<file path="config.mk">
export PLATFORM = sky130hd
export DESIGN_NAME = trace_acmp_bank
export DESIGN_NICKNAME = d
export VERILOG_FILES = /design/src/rtl/trace_acmp_pkg.sv /design/src/rtl/tacmp_decode.sv /design/src/rtl/tacmp_trap.sv /design/src/rtl/tacmp_canon.sv /design/src/rtl/tacmp_store.sv /design/src/rtl/trace_acmp_bank.sv
export SDC_FILE = /design/constraint.sdc
export NUM_CORES = 2
export LEC_CHECK = 0
export BUFFER_PORTS_ARGS = -buffer_cell sky130_fd_sc_hd__buf_4
export CAP_MARGIN = 20
export CORE_AREA = 2 2 431 433
export DETAILED_ROUTE_END_ITERATION = 8
export DIE_AREA = 0 0 433 435
export GPL_ROUTABILITY_DRIVEN = 1
export PLACE_DENSITY = 0.49
export RECOVER_POWER = 25
export SLEW_MARGIN = 0
export SYNTH_ARGS = -nofsm -noshare
export SYNTH_HDL_FRONTEND = slang
export SYNTH_SLANG_ARGS = --single-unit
</file>
<file path="constraint.sdc">
create_clock -name clk -period 2 [get_ports clk]
set_input_delay 0 -clock clk [delete_from_list [all_inputs] [get_ports clk]]
set_output_delay 0 -clock clk [all_outputs]
set_load 0.005 [all_outputs]
</file>
<file path="src/rtl/trace_acmp_pkg.sv">
package trace_acmp_pkg;
   localparam int          MAX_REGS   = 16;
   localparam int          IDX_W      = 4;
   localparam logic [5:0]  TRAP_CLASS = 6'h18;

   typedef enum logic [1:0] {
      RSP_DONE  = 2'd0,
      RSP_UNDEF = 2'd1,
      RSP_TRAP  = 2'd2,
      RSP_NOHIT = 2'd3
   } rsp_kind_e;
endpackage

</file>
<file path="src/rtl/tacmp_decode.sv">
module tacmp_decode
   import trace_acmp_pkg::*;
#(
   parameter int NUM_PAIRS = 8
) (
   input  logic [1:0]       op0,
   input  logic [2:0]       op1,
   input  logic [3:0]       crn,
   input  logic [3:0]       crm,
   input  logic [2:0]       op2,
   output logic             addr_hit,
   output logic [IDX_W-1:0] reg_idx,
   output logic             present
);
   localparam int NPRES = 2 * NUM_PAIRS;

   assign addr_hit = (op0 == 2'b10) && (op1 == 3'b001) && (crn == 4'b0010)
                     && !crm[0] && (op2[2:1] == 2'b00);
   assign reg_idx  = {op2[0], crm[3:1]};
   assign present  = int'(reg_idx) < NPRES;
endmodule

</file>
<file path="src/rtl/tacmp_trap.sv">
module tacmp_trap
   import trace_acmp_pkg::*;
(
   input  logic      [1:0] el,
   input  logic            el1_trap,
   input  logic            el2_trap,
   input  logic            el3_trap,
   input  logic            el2_enabled,
   input  logic            el2_is64,
   input  logic            el3_present,
   input  logic            el3_is64,
   output rsp_kind_e       kind,
   output logic      [1:0] tgt
);
   logic el2_gate, el3_gate;

   assign el2_gate = el2_enabled && el2_is64 && el2_trap;
   assign el3_gate = el3_present && el3_is64 && el3_trap;

   always_comb begin
      kind = RSP_DONE;
      tgt  = 2'd0;
      unique case (el)
         2'd0: kind = RSP_UNDEF;
         2'd1: begin
            if (el1_trap)      begin kind = RSP_TRAP; tgt = 2'd1; end
            else if (el2_gate) begin kind = RSP_TRAP; tgt = 2'd2; end
            else if (el3_gate) begin kind = RSP_TRAP; tgt = 2'd3; end
         end
         2'd2: begin
            if (el2_trap)      begin kind = RSP_TRAP; tgt = 2'd2; end
            else if (el3_gate) begin kind = RSP_TRAP; tgt = 2'd3; end
         end
         default: begin
            if (el3_trap)      begin kind = RSP_TRAP; tgt = 2'd3; end
         end
      endcase
   end
endmodule

</file>
<file path="src/rtl/tacmp_canon.sv">
module tacmp_canon #(
   parameter int ADDR_W  = 64,
   parameter int VA_BITS = 48
) (
   input  logic [ADDR_W-1:0] din,
   output logic [ADDR_W-1:0] dout
);
   generate
      if (VA_BITS >= ADDR_W) begin : g_full
         assign dout = din;
      end else begin : g_fold
         localparam int UP_W = ADDR_W - VA_BITS;
         logic [UP_W-1:0] upper;
         logic            uniform;
         assign upper   = din[ADDR_W-1:VA_BITS];
         assign uniform = (upper == '0) || (upper == '1);
         assign dout    = uniform ? din
                                  : {{UP_W{din[VA_BITS-1]}}, din[VA_BITS-1:0]};
      end
   endgenerate
endmodule

</file>
<file path="src/rtl/tacmp_store.sv">
module tacmp_store
   import trace_acmp_pkg::*;
#(
   parameter int ADDR_W = 64,
   parameter int NPRES  = 16
) (
   input  logic                clk,
   input  logic                rst_n,
   input  logic                we,
   input  logic [IDX_W-1:0]    idx,
   input  logic [ADDR_W-1:0]   wdata,
   output logic [ADDR_W-1:0]   rdata,
   input  logic [ADDR_W-1:0]   cmp_key,
   output logic [MAX_REGS-1:0] cmp_hit
);
   logic [ADDR_W-1:0] vals [MAX_REGS];

   generate
      for (genvar g = 0; g < MAX_REGS; g++) begin : g_reg
         if (g < NPRES) begin : g_live
            logic [ADDR_W-1:0] val_q;
            always_ff @(posedge clk or negedge rst_n) begin
               if (!rst_n)                          val_q <= '0;
               else if (we && (int'(idx) == g))     val_q <= wdata;
            end
            assign vals[g]    = val_q;
            assign cmp_hit[g] = (val_q == cmp_key);
         end else begin : g_void
            assign vals[g]    = '0;
            assign cmp_hit[g] = 1'b0;
         end
      end
   endgenerate

   assign rdata = vals[idx];
endmodule

</file>
<file path="src/rtl/trace_acmp_bank.sv">
module trace_acmp_bank
   import trace_acmp_pkg::*;
#(
   parameter int NUM_PAIRS = 8,
   parameter int VA_BITS   = 48,
   parameter int NARROW_W  = 32
) (
   input  logic                clk,
   input  logic                rst_n,
   input  logic                acc_valid,
   input  logic                acc_write,
   input  logic [1:0]          acc_op0,
   input  logic [2:0]          acc_op1,
   input  logic [3:0]          acc_crn,
   input  logic [3:0]          acc_crm,
   input  logic [2:0]          acc_op2,
   input  logic [63:0]         acc_wdata,
   input  logic [1:0]          cur_el,
   input  logic                el1_trap,
   input  logic                el2_trap,
   input  logic                el3_trap,
   input  logic                el2_enabled,
   input  logic                el2_is64,
   input  logic                el3_present,
   input  logic                el3_is64,
   input  logic                unit_idle,
   output logic                rsp_valid,
   output logic [1:0]          rsp_kind,
   output logic [1:0]          rsp_tgt_el,
   output logic [5:0]          rsp_class,
   output logic [63:0]         rsp_rdata,
   output logic                wr_busy_err,
   input  logic [63:0]         cmp_addr,
   input  logic                cmp_narrow,
   output logic [15:0]         cmp_hit
);
   localparam int ADDR_W = 64;
   localparam int NPRES  = 2 * NUM_PAIRS;

   generate
      if (NUM_PAIRS < 1 || NPRES > MAX_REGS) begin : g_bad_pairs
         $error("NUM_PAIRS must lie in 1..8");
      end
      if (VA_BITS <= NARROW_W || VA_BITS > ADDR_W) begin : g_bad_va
         $error("VA_BITS must exceed NARROW_W and not exceed 64");
      end
      if (NARROW_W < 1 || NARROW_W >= ADDR_W) begin : g_bad_narrow
         $error("NARROW_W must lie in 1..63");
      end
   endgenerate

   logic             dec_hit, dec_present;
   logic [IDX_W-1:0] dec_idx;
   rsp_kind_e        chain_kind, fin_kind;
   logic [1:0]       chain_tgt;
   logic [ADDR_W-1:0] canon_w, store_rd, cmp_key;
   logic             granted, wr_en, busy_hit;

   tacmp_decode #(.NUM_PAIRS(NUM_PAIRS)) u_dec (
      .op0(acc_op0), .op1(acc_op1), .crn(acc_crn), .crm(acc_crm), .op2(acc_op2),
      .addr_hit(dec_hit), .reg_idx(dec_idx), .present(dec_present)
   );

   tacmp_trap u_trap (
      .el(cur_el), .el1_trap(el1_trap), .el2_trap(el2_trap), .el3_trap(el3_trap),
      .el2_enabled(el2_enabled), .el2_is64(el2_is64),
      .el3_present(el3_present), .el3_is64(el3_is64),
      .kind(chain_kind), .tgt(chain_tgt)
   );

   tacmp_canon #(.ADDR_W(ADDR_W), .VA_BITS(VA_BITS)) u_canon (
      .din(acc_wdata), .dout(canon_w)
   );

   always_comb begin
      if (!dec_hit)               fin_kind = RSP_NOHIT;
      else if (cur_el == 2'd0)    fin_kind = RSP_UNDEF;
      else if (!dec_present)      fin_kind = RSP_UNDEF;
      else                        fin_kind = chain_kind;
   end

   assign granted  = acc_valid && (fin_kind == RSP_DONE);
   assign wr_en    = granted && acc_write && unit_idle;
   assign busy_hit = granted && acc_write && !unit_idle;
   assign cmp_key  = cmp_narrow ? {{(ADDR_W-NARROW_W){1'b0}}, cmp_addr[NARROW_W-1:0]}
                                : cmp_addr;

   tacmp_store #(.ADDR_W(ADDR_W), .NPRES(NPRES)) u_store (
      .clk(clk), .rst_n(rst_n), .we(wr_en), .idx(dec_idx), .wdata(canon_w),
      .rdata(store_rd), .cmp_key(cmp_key), .cmp_hit(cmp_hit)
   );

   always_ff @(posedge clk or negedge rst_n) begin
      if (!rst_n) begin
         rsp_valid   <= 1'b0;
         rsp_kind    <= RSP_DONE;
         rsp_tgt_el  <= 2'd0;
         rsp_class   <= 6'd0;
         rsp_rdata   <= '0;
         wr_busy_err <= 1'b0;
      end else begin
         rsp_valid   <= acc_valid;
         wr_busy_err <= wr_busy_err | busy_hit;
         if (acc_valid) begin
            rsp_kind   <= fin_kind;
            rsp_tgt_el <= (fin_kind == RSP_TRAP) ? chain_tgt : 2'd0;
            rsp_class  <= (fin_kind == RSP_TRAP) ? TRAP_CLASS : 6'd0;
            rsp_rdata  <= (granted && !acc_write) ? store_rd : '0;
         end
      end
   end
endmodule

</file>
Yosys cells after proc, flatten, opt, wreduce, memory -nomap -nowiden
Index checks and enable logic that the tools add are counted.
{ "totals": {"ff_bits": 1100, "inputBits": 159, "output_inout_bits": 92, "elab_cells": 123} }
{ "classes": {"n_lt_le_gt_ge": 1, "eq_ne": 38, "n_mux": 22, "n_bitwise": 2, "reduce_logical": 38} }
{ "ops": {"columns": ["op", "n"], "rows": [
  ["$eq A64 B64 Y1", 16],
  ["$mux W64", 5],
  ["$bmux W64 S4", 1],
  ["$eq A4 B4 Y1 const B", 8],
  ["$logic_and A1 B1 Y1", 29],
  ["$mux W2", 13],
  ["$eq A16 B16 Y1 const B", 1],
  ["$eq A4 B3 Y1 const B", 4],
  ["$logic_not A16 Y1", 1],
  ["$eq A4 B2 Y1 const B", 3],
  ["$eq A2 B2 Y1 const B", 3],
  ["$logic_not A2 Y1", 3],
  ["$pmux W2 S3", 1],
  ["$ge A5 B5 Y1 const B", 1],
  ["$mux W5", 1],
  ["$not A4 Y5", 1],
  ["$eq A4 B1 Y1 const B", 1],
  ["$logic_not A4 Y1", 1],
  ["$pmux W2 S2", 1],
  ["$eq A3 B1 Y1 const B", 1],
  ["$logic_not A1 Y1", 3],
  ["$eq A2 B1 Y1 const B", 1],
  ["$logic_or A1 B1 Y1", 1],
  ["$or A1 B1 Y1", 1]
]} }

Depth between registers and ports, before layout
{ "depth": {"word_depth": 13, "ltp_mapped": 10, "depth_no_buf": 7} }

Modules after synthesis
A second synthesis with hierarchy kept.
{ "hier_totals": {"hier_cells": 4722, "hier_area_um2": 61854.3} }
{ "by_module_without_submodules": {"columns": ["module", "n_inst", "cells_per_inst", "area_per_inst_um2"], "rows": [
  ["tacmp_store", 1, 4265, 57068.5],
  ["trace_acmp_bank", 1, 353, 4003.8],
  ["tacmp_canon", 1, 78, 601.8],
  ["tacmp_trap", 1, 16, 101.3],
  ["tacmp_decode", 1, 10, 78.8]
]} }

Worst setup path before layout
Ideal clock, no wire load.
{ "synth_path": {"path_type": "in2reg", "startpoint": "input acc_valid", "endpoint": "register u_store.g_reg[2].g_live.val_q[24]", "setup_ns": 0.125, "arrival_ns": 2.295, "required_time_ns": 1.875, "setup_slack_ns": -0.420, "cell_stages": 10, "cell_sequence": "buf_2 and4bb_1 nand4_1 or2_1 clkbuf_1 or4_1 buf_2 nor3_4 buf_4 mux2_2"} }
{ "synth_via": {"elab_chain_cells": 4} }
{ "synth_rtl": {"columns": ["item", "line", "source"], "rows": [
  ["start, declared", "trace_acmp_bank.sv:10", "input logic acc_valid,"],
  ["$logic_and A1 B1 Y1", "trace_acmp_bank.sv:82", "assign granted = acc_valid && (fin_kind == RSP_DONE);"],
  ["$logic_and A1 B1 Y1 (2 in series)", "trace_acmp_bank.sv:83", "assign wr_en = granted && acc_write && unit_idle;"],
  ["$logic_and A1 B1 Y1", "tacmp_store.sv:24", "else if (we && (int'(idx) == g)) val_q <= wdata;"],
  ["end, declared", "tacmp_store.sv:21", "logic [ADDR_W-1:0] val_q;"]
]} }
No other way between the ends.
A chain may end at the register's enable or synchronous reset.

Worst setup path after layout
{ "layout_path": {"startpoint": "register u_store.g_reg[3].g_live.val_q[18]", "endpoint": "output cmp_hit[3]"} }
{ "layout_via": {"elab_chain_cells": 1} }
{ "layout_rtl": {"columns": ["item", "line", "source"], "rows": [
  ["start, declared", "tacmp_store.sv:21", null],
  ["$eq A64 B64 Y1", "tacmp_store.sv:27", "assign cmp_hit[g] = (val_q == cmp_key);"],
  ["end, declared", "trace_acmp_bank.sv:35", "output logic [15:0] cmp_hit"]
]} }
No other way between the ends.

==> results by group <==
Clock tree
  • Clk pin slew, worst setup/hold paths: 60 ps
  • Clock latency on the worst-skew pair: 850 ps
  • H-tree depth: 4
  • CTS Buf Count: 138
  • Clock buffer depth: 3
  • Clock tree sinks: 1,095
  • CTS tree: done
  • CTS root buf: clkbuf_16

Setup path
  • Worst path required time: 2000 ps
  • Crit path max fanout: 2
  • R2R Path Start: u_store.g_reg[9].g_live.val_q[59]
  • R2R Path End: rsp_rdata[59]
  • CP Class: flip-flop to output port
  • Critical Path AT: 3720 ps
  • Reg2reg path depth: 5
  • Reg2Reg Setup Slack: -160 ps
  • CP endpoint kind: output port
  • Critical Path Start Type: flip-flop

Detailed routing
  • Vias per cell: 5.995
  • Initial DRT Pass Iterations: 6
  • Detail Route Antenna Nets: 0
  • # DRC: 0
  • Via count: 57,838
  • 1st-iter DRT viols: 6,908
  • WL per Instance: 38.77 µm
  • Drt total wl: 374,000 µm

Power
  • Power Total: 0.05577 W
  • Sw power: 0.01609 W
  • LEAKAGE: 40.86 nW
  • Clk pwr share: 46.9%
  • Cell Pwr Density: 620.2 mW/mm²
  • Register share of total power: 39.7%
  • Maximum vdd drop: 736.3 µV
  • P_int: 0.03967 W
  • Switching share of power: 28.86%
  • Combinational Power Share: 13.3%

Global routing
  • Initial antenna violation count: 29
  • Met2 Use GR: 59.17%
  • Grt ovf: 0
  • GR Util met1: 48.26%
  • Global route hottest layer: met2
  • Largest net degree at the start of global routing: 101
  • First-pass GRT wire length: 501,200 µm
  • Met3 usage: 7.932%
  • GRT Util Overall: 39.24%
  • Vias in the first global route: 56,524

Floorplan
  • Die area: 0.1884 mm²
  • Die width: 433 µm
  • Ports: 251
  • Placement row count: 158
  • Initial Util: 34.68%
  • Die Y: 435 µm
  • Core footprint: 0.1840 mm²

Synth
  • Post-synth EDFFs: 0
  • Top FF cell, synth: dfrtp_1
  • Ys async rst share: 100.0%
  • Netlist cell types: 66
  • Synth Cell Area: 0.06383 mm²
  • Post-synthesis sequential area ratio: 42.93%
  • Syn. warnings: 0
  • Avg Cell Area, Syn: 11.99 µm²
  • #FFs+latches synth: 1,095
  • Post-synthesis cell count: 5,325

Timing
  • Min Tclk post-route: 3721 ps
  • Final setup viols: 1,178
  • Max-slew headroom: -25.19%
  • Final max-slew violation count: 26
  • Fmax: 268.8 MHz
  • Worst setup margin: -1721 ps
  • RSZ-0062 raised after global routing: true
  • Hold Fails Final Rpt: 2
  • Slew @ Worst Pin: 1878 ps
  • Post-route setup TNS: -201,520 ps
  • Hold Worst Slack: -34.02 ps
  • Crit share post-route: 186.0%
  • Final Skew: 44.33 ps

Finish
  • Area Overhead vs Synth: 40.86%
  • Leading cell type in the layout, fill and taps excluded: buf_4
  • Share of layout cells above drive strength 1: 48.94%
  • Fillcell total: 16,740
  • Nets@finish: 7,212
  • Post-route cell area: 0.08992 mm²
  • Commonest non-fill, non-tap cells in the layout: buf_4, dfrtp_1, mux2_2

Outcome
  • Failing checks: negative hold slack, max-capacitance violations, max-slew violations, negative setup slack
  • Status: finished, violations left

Min path
  • Hold path start: cur_el[1]
  • Hold worst-path end: rsp_class[3]
  • HP Class: primary input to flip-flop
  • Hold Path Depth: 6

Placement
  • Global placer's final weighted congestion: 1.087
  • DP Wirelength: 295,800 µm
  • Port bufs: 246
  • Area after DPL: 0.08256 mm²

Flow run
  • Max-cap violations: 1
[logic make-up after synthesis]
family / Yosys count / share of synthesized area (%)
compound gates: 997 / 10.79
xor+xnor: 709 / 9.728
fa+ha+maj: 4 / 0.07841
buf+inv: 664 / 4.171
flops: 1095 / 42.93
mux: 1086 / 24.80
other cells: 1 / 0.005875
simple gates: 769 / 7.499
[worst max-delay path, stage by stage, from the launching register on]
cell,delay [ps]
dfrtp_1,420
xor2_2,200
nor4_1,290
nand4_1,180
nor4_4,650
buf_4,210
nand4b_1,260
nor4_2,380
buf_4,190
buf_4,100
[flip-flops by register name (all words and copies together), names as in the netlist]
register and cells:
rsp_rdata 64, rsp_tgt_el 2, rsp_class 1, rsp_valid 1
wr_busy_err 1, rsp_kind 2, u_store.g.g_live.val_q 1024
[per-stage QoR]
stage / cells / utilization (%) / worst slack, ps / hold WS (ps)
after CTS: 9623 / 48.48 / -1692 / 31.17
after detailed placement: 9305 / 44.86 / -1456 / -46.75
final: 9647 / 48.86 / -1721 / -34.02
after floorplan: 5328 / - / -397.3 / -295.6
after global placement: 9305 / 44.85 / -1722 / -41.88
after global routing: 9635 / 48.84 / -1723 / 17.12
[how the worst max path moves through the flow]
stage,startpoint,endpoint,slack (ps),cells past startpoint
after detailed placement,cmp_narrow,cmp_hit[0],-1460,13
after global routing,u_store.g_reg[0].g_live.val_q[0],cmp_hit[0],-1720,12
after global placement,cmp_narrow,cmp_hit[3],-1720,13
final,u_store.g_reg[3].g_live.val_q[18],cmp_hit[3],-1720,9
after CTS,u_store.g_reg[7].g_live.val_q[5],cmp_hit[7],-1690,10
after floorplan,acc_op0[0],u_store.g_reg[2].g_live.val_q[14],-400,9
[layer usage]
metal | up-vias | wire (µm) | share of wire, %
li1 | 23486 | - | -
met4 | 12 | 39110 | 10
met1 | 30086 | 141200 | 38
met2 | 3221 | 164400 | 44
met3 | 1033 | 29100 | 7.8
met5 | - | 98 | 0.026
[cell usage after synthesis (48+ instances only)]
library cell | count | area [µm²]
nand4_1 | 112 | 700.7
mux4_2 | 320 | 7207
xor2_1 | 323 | 2829
nor4bb_1 | 100 | 1001
inv_1 | 172 | 645.6
nor4_1 | 76 | 475.5
o21a_1 | 258 | 1937
a21oi_1 | 111 | 555.5
buf_2 | 91 | 455.4
o21ai_0 | 105 | 525.5
o32ai_1 | 140 | 1226
xnor2_1 | 386 | 3381
mux2_2 | 696 | 7838
nor4b_1 | 71 | 621.9
nor2_1 | 200 | 750.7
mux2_1 | 70 | 788.3
nand3_1 | 48 | 240.2
o22ai_1 | 97 | 606.8
a31oi_1 | 185 | 1157
dfrtp_1 | 1095 | 27400
clkbuf_1 | 290 | 1089
buf_1 | 93 | 349.1
[timing repair]
| item | 4_1_cts | 5_1_grt |
|---|---|---|
| endpoints found under the setup margin | 36 | 1102 |
| hold endpoints to repair | 1937 | 4 |
| pin swaps | 106 | 75 |
| gates resized for setup | 261 | 137 |
| hold buffers | 69 | 3 |
| gates cloned | 0 | 1 |
| setup buffers | 13 | 12 |
[area by class of cell]
cell class | instances | area (µm²) | area share (%)
clock inverters | 42 | 588.1 | 0.6540
clock buffers | 202 | 4034 | 4.486
flip-flops and latches | 1095 | 27460 | 30.53
repair buffers | 2070 | 17960 | 19.98
inverters | 175 | 656.9 | 0.7305
multi-input cells | 3569 | 36080 | 40.13
well taps | 2480 | 3103 | 3.451
diodes | 14 | 35.03 | 0.03896
[power by group through the flow]
| stage | sequential, W | combinational, W | clock, W |
|---|---|---|---|
| 2_1_floorplan | 0.0226 | 0.00238 | 0 |
| 4_1_cts | 0.0222 | 0.00723 | 0.0265 |
| 6_report | 0.0222 | 0.00743 | 0.0262 |
| 3_5_place_dp | 0.0226 | 0.00696 | 0 |
| 3_3_place_gp | 0.0226 | 0.00695 | 0 |
| 5_1_grt | 0.0221 | 0.00755 | 0.0274 |
Note: power is estimated with default switching activity, not from simulation.
